<file path="config.mk">
export PLATFORM = sky130hd
export DESIGN_NAME = sync_timing_decoder
export DESIGN_NICKNAME = d
export VERILOG_FILES = /design/src/rtl/sync_dec_pkg.sv /design/src/rtl/sync_in_sampler.sv /design/src/rtl/sync_field_detect.sv /design/src/rtl/sync_line_tracker.sv /design/src/rtl/sync_blank_gen.sv /design/src/rtl/sync_timing_decoder.sv
export SDC_FILE = /design/constraint.sdc
export NUM_CORES = 1
export LEC_CHECK = 0
export BUFFER_PORTS_ARGS = -buffer_cell sky130_fd_sc_hd__buf_2
export CORE_MARGIN = 2
export CORE_UTILIZATION = 45
export CTS_CLUSTER_SIZE = 30
export DETAILED_ROUTE_END_ITERATION = 6
export PLACE_DENSITY = 0.65
export SLEW_MARGIN = 20
export SYNTH_ARGS = -nofsm -noshare
export SYNTH_HDL_FRONTEND = slang
export SYNTH_SLANG_ARGS = --single-unit
</file>
<file path="constraint.sdc">
create_clock -name clk -period 2.7 [get_ports clk]
set_input_delay 0.54 -clock clk [delete_from_list [all_inputs] [get_ports clk]]
set_output_delay 0.54 -clock clk [all_outputs]
set_load 0.005 [all_outputs]
</file>
<file path="src/rtl/sync_dec_pkg.sv">
package sync_dec_pkg;

  typedef enum logic [1:0] {
    MODE_OFF     = 2'd0,
    MODE_TOG_HLO = 2'd1,
    MODE_FALL    = 2'd2,
    MODE_TOG_HHI = 2'd3
  } sync_mode_e;

  typedef struct packed {
    logic hs;
    logic vs;
    logic blank;
  } sync_smp_t;

  typedef struct packed {
    logic start;
    logic second;
  } fstart_t;

  localparam sync_smp_t SMP_RST = '{hs: 1'b1, vs: 1'b0, blank: 1'b0};

endpackage

</file>
<file path="src/rtl/sync_in_sampler.sv">
module sync_in_sampler
  import sync_dec_pkg::*;
#(
  parameter int DEPTH = 2
) (
  input  logic      clk,
  input  logic      rst,
  input  sync_smp_t raw,
  output sync_smp_t cur,
  output sync_smp_t prv
);
  localparam int LAST = DEPTH - 1;

  sync_smp_t stage [DEPTH];

  generate
    for (genvar i = 0; i < DEPTH; i++) begin : g_stage
      if (i == 0) begin : g_first
        always_ff @(posedge clk) begin
          if (rst) stage[0] <= SMP_RST;
          else     stage[0] <= raw;
        end
      end else begin : g_next
        always_ff @(posedge clk) begin
          if (rst) stage[i] <= SMP_RST;
          else     stage[i] <= stage[i-1];
        end
      end
    end
  endgenerate

  assign cur = stage[LAST-1];
  assign prv = stage[LAST];
endmodule

</file>
<file path="src/rtl/sync_field_detect.sv">
module sync_field_detect
  import sync_dec_pkg::*;
(
  input  logic [1:0] mode_sel,
  input  sync_smp_t  cur,
  input  sync_smp_t  prv,
  output fstart_t    fs,
  output logic       hs_fall
);
  logic vs_change;
  logic vs_drop;

  assign hs_fall   = prv.hs & ~cur.hs;
  assign vs_change = cur.vs ^ prv.vs;
  assign vs_drop   = prv.vs & ~cur.vs;

  always_comb begin
    fs = '0;
    unique case (sync_mode_e'(mode_sel))
      MODE_TOG_HLO: begin
        fs.start  = vs_change & ~cur.hs;
        fs.second = cur.vs;
      end
      MODE_FALL: begin
        fs.start  = vs_drop;
        fs.second = cur.hs;
      end
      MODE_TOG_HHI: begin
        fs.start  = vs_change & cur.hs;
        fs.second = cur.vs;
      end
      default: fs = '0;
    endcase
  end
endmodule

</file>
<file path="src/rtl/sync_line_tracker.sv">
module sync_line_tracker
  import sync_dec_pkg::*;
#(
  parameter int LINE_W    = 10,
  parameter int TOTAL_525 = 525,
  parameter int TOTAL_625 = 625,
  parameter int SEC_525   = 263,
  parameter int SEC_625   = 313
) (
  input  logic              clk,
  input  logic              rst,
  input  logic              std_625,
  input  fstart_t           fs,
  input  logic              hs_fall,
  output logic [LINE_W-1:0] line,
  output logic              field,
  output logic              vret,
  output logic              err
);
  localparam logic [LINE_W-1:0] LMAX   = {LINE_W{1'b1}};
  localparam logic [LINE_W-1:0] FIRST  = LINE_W'(1);
  localparam logic [LINE_W-1:0] S525   = LINE_W'(SEC_525);
  localparam logic [LINE_W-1:0] S625   = LINE_W'(SEC_625);
  localparam logic [LINE_W-1:0] WRAP525 = LINE_W'(TOTAL_525 + 1);
  localparam logic [LINE_W-1:0] WRAP625 = LINE_W'(TOTAL_625 + 1);

  logic              locked;
  logic [LINE_W-1:0] sec_start;
  logic [LINE_W-1:0] expect_cnt;
  logic [LINE_W-1:0] bumped;
  logic [LINE_W-1:0] replaced;

  assign sec_start  = std_625 ? S625 : S525;
  assign expect_cnt = fs.second ? sec_start : (std_625 ? WRAP625 : WRAP525);
  assign bumped     = (line == LMAX) ? line : line + 1'b1;
  assign replaced   = hs_fall ? bumped : line;

  always_ff @(posedge clk) begin
    if (rst) begin
      line   <= '0;
      field  <= 1'b0;
      vret   <= 1'b0;
      err    <= 1'b0;
      locked <= 1'b0;
    end else begin
      vret <= fs.start;
      if (fs.start) begin
        line   <= fs.second ? sec_start : FIRST;
        field  <= fs.second;
        locked <= 1'b1;
        if (locked && (replaced != expect_cnt)) err <= 1'b1;
      end else if (hs_fall) begin
        line <= bumped;
      end
    end
  end
endmodule

</file>
<file path="src/rtl/sync_blank_gen.sv">
module sync_blank_gen #(
  parameter int LINE_W  = 10,
  parameter int NRANGE  = 2,
  parameter int LO_525 [NRANGE] = '{1, 263},
  parameter int HI_525 [NRANGE] = '{21, 284},
  parameter int LO_625 [NRANGE] = '{1, 311},
  parameter int HI_625 [NRANGE] = '{22, 335}
) (
  input  logic              clk,
  input  logic              rst,
  input  logic              std_625,
  input  logic              ext_en,
  input  logic              ext_blank,
  input  logic [LINE_W-1:0] line,
  output logic              blank
);
  logic [NRANGE-1:0] hit;

  generate
    for (genvar r = 0; r < NRANGE; r++) begin : g_rng
      localparam logic [LINE_W-1:0] A_LO = LINE_W'(LO_525[r]);
      localparam logic [LINE_W-1:0] A_HI = LINE_W'(HI_525[r]);
      localparam logic [LINE_W-1:0] B_LO = LINE_W'(LO_625[r]);
      localparam logic [LINE_W-1:0] B_HI = LINE_W'(HI_625[r]);
      assign hit[r] = std_625 ? (line >= B_LO && line <= B_HI)
                              : (line >= A_LO && line <= A_HI);
    end
  endgenerate

  always_ff @(posedge clk) begin
    if (rst) blank <= 1'b0;
    else     blank <= ext_en ? ext_blank : |hit;
  end
endmodule

</file>
<file path="src/rtl/sync_timing_decoder.sv">
module sync_timing_decoder
  import sync_dec_pkg::*;
#(
  parameter int LINE_W    = 10,
  parameter int TOTAL_525 = 525,
  parameter int TOTAL_625 = 625,
  parameter int SEC_525   = 263,
  parameter int SEC_625   = 313
) (
  input  logic              clk,
  input  logic              rst,
  input  logic              hsync_i,
  input  logic              vsync_i,
  input  logic              blank_i,
  input  logic              ext_blank_en,
  input  logic [1:0]        mode_sel,
  input  logic              std_625,
  output logic              field_o,
  output logic [LINE_W-1:0] line_o,
  output logic              vretrace_o,
  output logic              blank_o,
  output logic              timing_err_o
);
  sync_smp_t raw_s;
  sync_smp_t cur_s;
  sync_smp_t prv_s;
  fstart_t   fs;
  logic      hs_fall;

  assign raw_s = '{hs: hsync_i, vs: vsync_i, blank: blank_i};

  sync_in_sampler #(.DEPTH(2)) u_smp (
    .clk (clk),
    .rst (rst),
    .raw (raw_s),
    .cur (cur_s),
    .prv (prv_s)
  );

  sync_field_detect u_det (
    .mode_sel (mode_sel),
    .cur      (cur_s),
    .prv      (prv_s),
    .fs       (fs),
    .hs_fall  (hs_fall)
  );

  sync_line_tracker #(
    .LINE_W    (LINE_W),
    .TOTAL_525 (TOTAL_525),
    .TOTAL_625 (TOTAL_625),
    .SEC_525   (SEC_525),
    .SEC_625   (SEC_625)
  ) u_trk (
    .clk     (clk),
    .rst     (rst),
    .std_625 (std_625),
    .fs      (fs),
    .hs_fall (hs_fall),
    .line    (line_o),
    .field   (field_o),
    .vret    (vretrace_o),
    .err     (timing_err_o)
  );

  sync_blank_gen #(.LINE_W(LINE_W)) u_blk (
    .clk       (clk),
    .rst       (rst),
    .std_625   (std_625),
    .ext_en    (ext_blank_en),
    .ext_blank (cur_s.blank),
    .line      (line_o),
    .blank     (blank_o)
  );
endmodule

</file>
==> impl_metrics.json <==
{
  "status": "complete, no violations",
  "max-cap-violations": 0,
  "syn_area_um2": 1340,
  "setup_tns_ns": 0,
  "post_cts_buffers": 0,
  "synthArstFlopShare_pct": 0,
  "layout-drive-gt1-share_pct": 21.2,
  "wl_met3_um": 169,
  "finalInstanceArea_um2": 1520,
  "clock_latency_ns": 0.31,
  "worst_slack_ns": 0.479,
  "cts-root-buf": "clkbuf_4",
  "max-slew-margin-rel_pct": 64.6,
  "area_delta_synth_final_pct": 13.6,
  "cpMostUsedCell": "nand3_1",
  "setup_viol_count_final": 0,
  "hpwlAfterDp_um": 2470,
  "syn_inst": 165,
  "row_count": 19,
  "hold_path.class": "in -> reg",
  "port_buffers": 22,
  "layout.cells.most_common": "buf_2",
  "synth_seq_area_share_pct": 30.0,
  "dieArea_um2": 3420,
  "rsz0062_at_grt": "false",
  "start_kind": "flip-flop",
  "topRoutingLayerUsed": "met4",
  "synth_nets": 180,
  "fin_skew_ns": 0.00817,
  "crit_family": "compound AO/OA/AOI/OAI gates",
  "synth_seq_cells": 20,
  "dr.pass1.iters": 4,
  "fmax_ghz": 0.450,
  "ant_nets": 0,
  "p_per_area_nw_per_um2": 440,
  "clockBufferDepth": 2,
  "crit_type": "reg -> reg",
  "reg2reg_slack_ns": 0.48,
  "wl_met1_um": 1540,
  "vias": 1295,
  "wl_met2_um": 1570,
  "grt_max_degree": 18,
  "gr-total-overflow": 0,
  "start_util_pct": 48.0,
  "cts_tree": "done",
  "clkSlewWorstSetupHoldPaths_ns": 0.12,
  "dp_slack_ns": 0.415,
  "io-pin-count": 23,
  "wl_um": 3350,
  "final.period_utilization_pct": 82.3,
  "yosys_warnings": 0,
  "required_ns": 2.91,
  "dieHeight_um": 58.5,
  "ir_drop_uv": 351,
  "leakagePower_nw": 0.608,
  "synthFlopType": "dfxtp_1",
  "tightest_slew_ns": 0.530,
  "die_w_um": 58.5,
  "hold_violations": 0,
  "slew_viol_final": 0,
  "synth-edff-count": 0,
  "end_kind": "flip-flop",
  "cts.repair.resized": 0,
  "grt_pass1_wl_um": 5660,
  "cp_max_fo": 9,
  "grt_usage_pct": 21.3,
  "final_cell_mix": "buf_2 (22), dfxtp_1 (20), nor2_1 (14)",
  "synth.distinct_cells": 50,
  "antenna_found_initial": 0,
  "fin_hold_ws_ns": 0.406,
  "h-tree-depth": 1,
  "core_um2": 2780,
  "clock_sinks": 20,
  "drt_iter0_markers": 76,
  "period_needed_ns": 2.22,
  "avgSynthCellArea_um2": 8.09,
  "cp_slowest_cell": "dfxtp_1",
  "fillers": 281,
  "path_cells": "ha_1 -> nand3_1 -> o31ai_4 -> mux2i_1 -> xor2_1 -> nand3_1 -> o31a_1",
  "drc_errors": 0,
  "diodes": 0,
  "worst-path-buf-inv": 0,
  "dpl-instance-area_um2": 1460,
  "cts_buffers": 3,
  "slowest_delay_ns": 0.54,
  "drt-vias-per-instance": 6.02,
  "crit_arrival_ns": 2.43,
  "grt_pass1_vias": 1173,
  "ctsHoldBuffers": 0,
  "num-nets-final": 200,
  "wl_per_cell_um": 15.6,
  "gp_congestion": 0.909
}
-- worst register-to-register path, delay by kind of cell, from the launching register on --
kind	cells	cell delay, ns
AOI/OAI and AO/OA	2	0.56
xor gates and xnor gates	1	0.21
adders and majority gates	1	0.25
DFF	1	0.54
muxes	1	0.30
and+or+nand+nor	2	0.27
-- final cells by class --
type | count | area [um^2] | area share [%]
well taps | 31 | 38.8 | 2.56
clock inverters | 1 | 30.0 | 1.98
multi-input cells | 126 | 855 | 56.4
repair buffers | 26 | 140 | 9.24
flip-flops and latches | 20 | 400 | 26.4
clock buffers | 3 | 22.5 | 1.49
inverters | 8 | 30.0 | 1.98
-- kinds of logic (layout without fill, tap and decap cells) --
logic type	Yosys count	after routing	synth area share, %
DFF	20	20	30.0
AOI/OAI and AO/OA	42	42	22.7
buffers and inverters	19	38	6.00
xor gates and xnor gates	8	8	5.25
muxes	4	4	3.19
and+or+nand+nor	66	66	27.3
adders and majority gates	6	6	5.62
-- where the power goes --
part / total [mW] / switching, mW / internal [mW]
registers: 0.320 / 0.0139 / 0.306
clock network: 0.252 / 0.102 / 0.150
logic: 0.0948 / 0.0511 / 0.0437
-- state kept, by name (all words and copies together) (netlist names) --
register      cells
u_smp.stage       5
u_trk.vret        1
u_blk.blank       1
u_trk.line       10
u_trk.err         1
u_trk.locked      1
u_trk.field       1
-- path summary, 6_finish.rpt --
kind | from | end | depth (start not counted)
min reg2reg | u_smp.stage[0][1] | u_smp.stage[1][1] | 2
max reg2reg | u_trk.line[0] | u_trk.err | 7
max | u_trk.line[0] | u_trk.err | 7
min | hsync_i | u_smp.stage[0][2] | 2
-- Yosys cell counts (3+ instances only) --
| cell type | number | area [um^2] |
|---|---|---|
| nand4_1 | 3 | 18.8 |
| nor3_1 | 6 | 30.0 |
| nand3_1 | 9 | 45.0 |
| nor2b_1 | 8 | 50.1 |
| dfxtp_1 | 20 | 400 |
| clkbuf_1 | 6 | 22.5 |
| o22ai_1 | 3 | 18.8 |
| xor2_1 | 4 | 35.0 |
| buf_2 | 4 | 20.0 |
| inv_1 | 8 | 30.0 |
| nand2_1 | 11 | 41.3 |
| a21oi_1 | 6 | 30.0 |
| xnor2_1 | 4 | 35.0 |
| o21ai_0 | 10 | 50.1 |
| nor2_1 | 14 | 52.6 |
| ha_1 | 6 | 75.1 |
-- per-stage QoR --
| step | util (%) | std cells | power, mW |
|---|---|---|---|
| after detailed placement | 52.6 | 211 | 0.421 |
| after floorplan | - | 165 | 0.389 |
| final | 54.5 | 215 | 0.667 |
| after global routing | 54.5 | 215 | 0.697 |
| after global placement | 52.6 | 211 | 0.419 |
| after CTS | 54.5 | 215 | 0.671 |
-- per-layer routing --
| metal | vias to the layer above | global-route usage [%] |
|---|---|---|
| met5 | - | 0 |
| met1 | 605 | 30.9 |
| met2 | 37 | 31.9 |
| met3 | 8 | 2.42 |
| met4 | 0 | 8.97 |
| li1 | 645 | - |
No activity file was read; power rests on OpenSTA's default activity.
